<file path="config.mk">
export PLATFORM = sky130hd
export DESIGN_NAME = pause_timer
export DESIGN_NICKNAME = d
export VERILOG_FILES = /design/src/rtl/pause_pkg.sv /design/src/rtl/pause_prescale.sv /design/src/rtl/pause_count.sv /design/src/rtl/pause_timer.sv
export SDC_FILE = /design/constraint.sdc
export NUM_CORES = 1
export LEC_CHECK = 0
export BUFFER_PORTS_ARGS = -buffer_cell sky130_fd_sc_hd__buf_4
export CORE_AREA = 2 2 104 182
export DETAILED_ROUTE_END_ITERATION = 10
export DIE_AREA = 0 0 106 184
export PLACE_DENSITY = 0.44
export SLEW_MARGIN = 40
export SYNTH_ARGS = -nofsm -noshare
export SYNTH_HDL_FRONTEND = slang
export SYNTH_SLANG_ARGS = --single-unit
</file>
<file path="constraint.sdc">
create_clock -name clk_i -period 2.1 [get_ports clk_i]
set_input_delay 0.21 -clock clk_i [delete_from_list [all_inputs] [get_ports clk_i]]
set_output_delay 0.21 -clock clk_i [all_outputs]
set_load 0.03 [all_outputs]
</file>
<file path="src/rtl/pause_pkg.sv">
package pause_pkg;

    // Default width of the written request word.
    localparam int unsigned REQ_W_DEF   = 64;
    // Default log2 of the prescaler grain (8 cycles).
    localparam int unsigned GRAIN_L_DEF = 3;

    // Per-cycle control decoded from the edge inputs.
    typedef struct packed {
        logic load;       // accept a new request
        logic short_req;  // request below one grain
        logic abort;      // trap ends a running stall
    } pause_ctl_t;

    // Decode the control word from the inputs and the current busy state.
    function automatic pause_ctl_t decode_ctl(
        input logic wr,
        input logic upper_zero,
        input logic trap,
        input logic busy
    );
        pause_ctl_t c;
        c.load      = wr;
        c.short_req = wr & upper_zero;
        c.abort     = trap & busy & ~wr;
        return c;
    endfunction

endpackage

</file>
<file path="src/rtl/pause_prescale.sv">
module pause_prescale #(
    parameter int unsigned W = 3
) (
    input  logic         clk_i,
    input  logic         rst_i,
    input  logic         restart_i,
    input  logic [W-1:0] restart_val_i,
    input  logic         run_i,
    output logic         tick_o
);
    logic [W-1:0] phase_q;

    always_ff @(posedge clk_i) begin
        if (rst_i) begin
            phase_q <= '0;
        end else if (restart_i) begin
            phase_q <= restart_val_i;
        end else if (run_i) begin
            phase_q <= phase_q + W'(1);
        end
    end

    // The tick fires on the last phase of each grain.
    assign tick_o = run_i && !restart_i && (phase_q == {W{1'b1}});
endmodule

</file>
<file path="src/rtl/pause_count.sv">
module pause_count #(
    parameter int unsigned W = 61
) (
    input  logic         clk_i,
    input  logic         rst_i,
    input  logic         load_i,
    input  logic [W-1:0] load_val_i,
    input  logic         clear_i,
    input  logic         dec_i,
    output logic         busy_o,
    output logic         last_o
);
    logic [W-1:0] cnt_q;

    always_ff @(posedge clk_i) begin
        if (rst_i) begin
            cnt_q <= '0;
        end else if (load_i) begin
            cnt_q <= load_val_i;
        end else if (clear_i) begin
            cnt_q <= '0;
        end else if (dec_i && busy_o) begin
            cnt_q <= cnt_q - W'(1);
        end
    end

    assign busy_o = (cnt_q != '0);
    assign last_o = (cnt_q == W'(1));
endmodule

</file>
<file path="src/rtl/pause_timer.sv">
module pause_timer
    import pause_pkg::*;
#(
    parameter int unsigned REQ_W   = REQ_W_DEF,
    parameter int unsigned GRAIN_L = GRAIN_L_DEF
) (
    input  logic             clk_i,
    input  logic             rst_i,
    input  logic             wr_en_i,
    input  logic [REQ_W-1:0] wr_data_i,
    input  logic             trap_i,
    output logic             stall_o,
    output logic             release_o
);
    localparam int unsigned CNT_W = REQ_W - GRAIN_L;

    logic [CNT_W-1:0]   scaled;
    logic [CNT_W-1:0]   load_val;
    logic [GRAIN_L-1:0] phase_init;
    logic               busy;
    logic               last;
    logic               tick;
    logic               release_q;
    pause_ctl_t         ctl;

    assign scaled = wr_data_i[REQ_W-1:GRAIN_L];
    assign ctl    = decode_ctl(wr_en_i, (scaled == '0), trap_i, busy);

    // A short request loads one grain and starts on its last phase,
    // so exactly one stalled cycle elapses.
    assign load_val   = ctl.short_req ? CNT_W'(1) : scaled;
    assign phase_init = ctl.short_req ? {GRAIN_L{1'b1}} : '0;

    pause_prescale #(.W(GRAIN_L)) u_prescale (
        .clk_i         (clk_i),
        .rst_i         (rst_i),
        .restart_i     (ctl.load),
        .restart_val_i (phase_init),
        .run_i         (busy),
        .tick_o        (tick)
    );

    pause_count #(.W(CNT_W)) u_count (
        .clk_i      (clk_i),
        .rst_i      (rst_i),
        .load_i     (ctl.load),
        .load_val_i (load_val),
        .clear_i    (ctl.abort),
        .dec_i      (tick),
        .busy_o     (busy),
        .last_o     (last)
    );

    always_ff @(posedge clk_i) begin
        if (rst_i) begin
            release_q <= 1'b0;
        end else begin
            release_q <= ctl.abort || (tick && last && !ctl.load);
        end
    end

    assign stall_o   = busy;
    assign release_o = release_q;
endmodule

</file>
==> summary.md <==
| Metric | Value |
|---|---|
| Vias | `6033` |
| Slew headroom | `0.474` |
| Synth Net Count | `658` |
| Worst reg2reg path depth | `9` |
| Final setup fails | `66` |
| IO Port Bufs | `66` |
| CP peak stage delay | `570 ps` |
| First drt pass iteration count | `5` |
| Vias in the first global route | `6175` |
| Gr ovfl total | `0` |
| Hold path start | `wr_data_i[4]` |
| Root Buffer | `clkbuf_16` |
| DR iter-0 viols | `334` |
| Largest family of logic cells by synthesized area | `simple AND/OR/NAND/NOR gates` |
| CTS tree | `yes` |
| Hold path depth | `3` |
| IO Pins | `70` |
| Ys async rst share | `0` |
| WL per Instance | `20.8 um` |
| Final Wtd Congestion | `0.904` |
| Die X | `106 um` |
| Core Region | `18000 um2` |
| Failing checks | `negative setup slack` |
| CP bufs+invs | `3` |
| CP arrival | `2690 ps` |
| Drt via density | `5.56` |
| Sequential-to-total area share from yosys stat | `0.293` |
| YS warnings | `0` |
| Worst slew pin tran | `789 ps` |
| R2r setup slk | `-330 ps` |
| Outcome | `finished, violations left` |
| Final Power | `4.33 mW` |
| Synth cell types | `68` |
| Post-synth EDFFs | `0` |
| Slew Viols, Final | `0` |
| Final nets | `919` |
| CP Max Fanout | `11` |
| Mux share of post-synthesis cell area | `0` |
| Final worst path period need | `2430 ps` |
| Adder-cell share of the synthesized area | `0.0113` |
| First-pass GRT wire length | `33400 um` |
| Clock Skews | `10.8 ps` |
| Cell Pwr Density | `558 nW/um2` |
| Compound-Gate Fraction of Synth Area | `0.280` |
| Clock-pin transition on the worst setup and hold timing paths | `60 ps` |
| Period utilization | `1.16` |
| Synth Area in XOR/XNOR | `0.0414` |
| Number of nets with antenna violations after routing | `0` |
| Num CTS Buffers | `9` |
| Aggregate global-route resource usage | `0.223` |
| Initial Util | `0.247` |
| #FFs+latches synth | `65` |
| Reg-to-reg startpoint | `u_count.cnt_q[39]` |
| Synth Area in Simple Gates | `0.324` |
| Clock sinks | `65` |
| CP required | `2360 ps` |
| Area growth syn-to-layout | `74.5%` |
| RSZ-0062 raised after global routing | `true` |
| RR Endpoint | `u_count.cnt_q[9]` |
| Clock Path Buffers | `2` |
| Die ar. | `19500 um2` |
| CP max stage cell | `or4_4` |
| Most used cell along the critical path | `buf_4` |
| VDD IR max | `0.398 mV` |
| Fillcell total | `1830` |
| FP Rows | `65` |
| Chip Height | `184 um` |
| Most used DFF post-synth | `dfxtp_1` |
| Hold_buf cts | `0` |
| Final worst slack | `-326 ps` |
| Crit-path cells | `or4_4 -> nor4b_4 -> buf_4 -> nand4b_4 -> o21ai_4 -> buf_12 -> buf_4 -> o21ai_0 -> a211oi_1` |
| Initial antenna violation count | `0` |
| Clock latency at the later pin of the worst-skew pair | `350 ps` |
| Final instance area | `7750 um2` |
| Max Freq | `0.412 GHz` |
| Final WL | `22600 um` |
| # diodes | `0` |
| HP Class | `in2reg` |
| Worst Hold End | `u_count.cnt_q[1]` |
| Share of cells above drive strength 1 | `0.488` |
| Setup CP Type | `reg2reg` |
| Syn Std Cell Area | `4440 um2` |
| Hpwl dp | `16300 um` |
| Leakage | `3.28 nW` |
| # Max-Cap Violations | `0` |
| H-tree Lvls | `3` |
| Remaining DRCs | `0` |
| Avg Inst Size Synth | `7.58 um2` |
| Crit end category | `flip-flop` |
| Largest net degree at the start of global routing | `57` |
| CP Launch Type | `flip-flop` |
| Gate Count Post-Synth | `586` |
| Critical path's top delay family | `simple AND/OR/NAND/NOR gates` |
| Placed Area | `6760 um2` |
| Hold Fails Final Rpt | `0` |
## stage by stage
| stage | util | setup TNS (ps) | hold WS [ps] | setup slack (ps) | instances |
|---|---|---|---|---|---|
| 3_5_place_dp | 0.376 | -16590 | 481 | -384 | 1043 |
| 5_1_grt | 0.431 | -20030 | 141 | -391 | 1086 |
| 2_1_floorplan | - | -937 | 346 | -51.2 | 586 |
| 6_report | 0.431 | -14580 | 143 | -326 | 1086 |
| 4_1_cts | 0.402 | -14520 | 137 | -303 | 1068 |
| 3_3_place_gp | 0.376 | -15770 | 471 | -380 | 1043 |
## cells in the mapped netlist, drive strengths merged (10+ instances only)
master   n  share of area
nand3   12          0.015
a31oi   13          0.018
dfxtp   65           0.29
clkbuf  29          0.025
nand4   13          0.018
nor3    39          0.045
o21ai   42          0.048
xor2    14          0.028
nand2   45          0.038
inv     10         0.0084
a221oi  14          0.028
buf     13          0.016
nor4    42          0.069
nor2    66          0.056
a211oi  22          0.037
a21oi   33          0.037
## what timing repair did
| item | 4_1_cts | 5_1_grt |
|---|---|---|
| buffers inserted | 8 | 11 |
| cloned | 1 | 7 |
| endpoints found under the setup margin | 66 | 66 |
| gates resized for setup | 39 | 72 |
| pin swaps | 15 | 26 |
## power by group
| group | switching, mW | total [mW] | leakage (nW) | internal [mW] |
|---|---|---|---|---|
| clock network | 0.594 | 1.45 | 0.139 | 0.859 |
| registers | 0.0590 | 1.37 | 0.537 | 1.31 |
| logic | 0.754 | 1.51 | 2.60 | 0.754 |
## cell usage in the layout, fill, tap and decap left out, types with 12 or more instances in the layout
cell / netlist / final
a211oi_1: 22 / 15
buf_4: 3 / 260
nand2_1: 45 / 40
o21ai_1: 2 / 12
buf_6: 0 / 14
o21ai_0: 39 / 22
clkbuf_16: 0 / 14
nor2_1: 66 / 42
buf_12: 0 / 12
dfxtp_1: 65 / 62
nor4_1: 38 / 30
a31oi_1: 13 / 13
nor3_1: 38 / 32
a221oi_1: 14 / 13
a21oi_1: 33 / 28
nand4_1: 13 / 13
xor2_1: 14 / 14
nor2_2: 0 / 15
## routing by layer
metal	up-vias	routed length, um	track usage
li1	2796	-	-
met1	2936	8150	0.231
met2	232	12400	0.426
met3	69	855	0.0259
met4	0	1210	0.128
met5	-	0	0
## cell families after synthesis
logic type,count (synthesis)
compound gates,181
fa+ha+maj,4
simple gates,262
flops,65
buf+inv,53
xor+xnor,21
## state kept, by name, indices dropped and copies added (netlist names)
signal	count
u_prescale.phase_q	3
u_count.cnt_q	61
release_o	1
## worst register-to-register path, delay by kind of cell (launching register included)
family | cells | cell delay (ps)
buf+inv | 3 | 460
compound gates | 3 | 540
simple gates | 3 | 1040
flops | 1 | 310
## worst max path at each step
stage / from / to / slack, ps / cells after the start
2_1_floorplan: u_count.cnt_q[37] / u_count.cnt_q[54] / -50 / 7
3_3_place_gp: wr_data_i[36] / u_count.cnt_q[6] / -380 / 8
3_5_place_dp: wr_data_i[36] / u_count.cnt_q[6] / -380 / 8
4_1_cts: u_count.cnt_q[34] / stall_o / -300 / 6
5_1_grt: u_count.cnt_q[39] / u_count.cnt_q[33] / -390 / 9
6_report: u_count.cnt_q[39] / u_count.cnt_q[9] / -330 / 9
## layout make-up
class	instances	area (um2)	share of cell area
clock buffer	13	260	0.0336
sequential	65	1310	0.168
multi-input combinational	468	3340	0.430
tap	234	293	0.0378
clock inverter	3	15.0	0.00194
inverter	11	41.3	0.00532
timing repair buffer	292	2500	0.323
No activity file was read; power rests on OpenSTA's default activity.
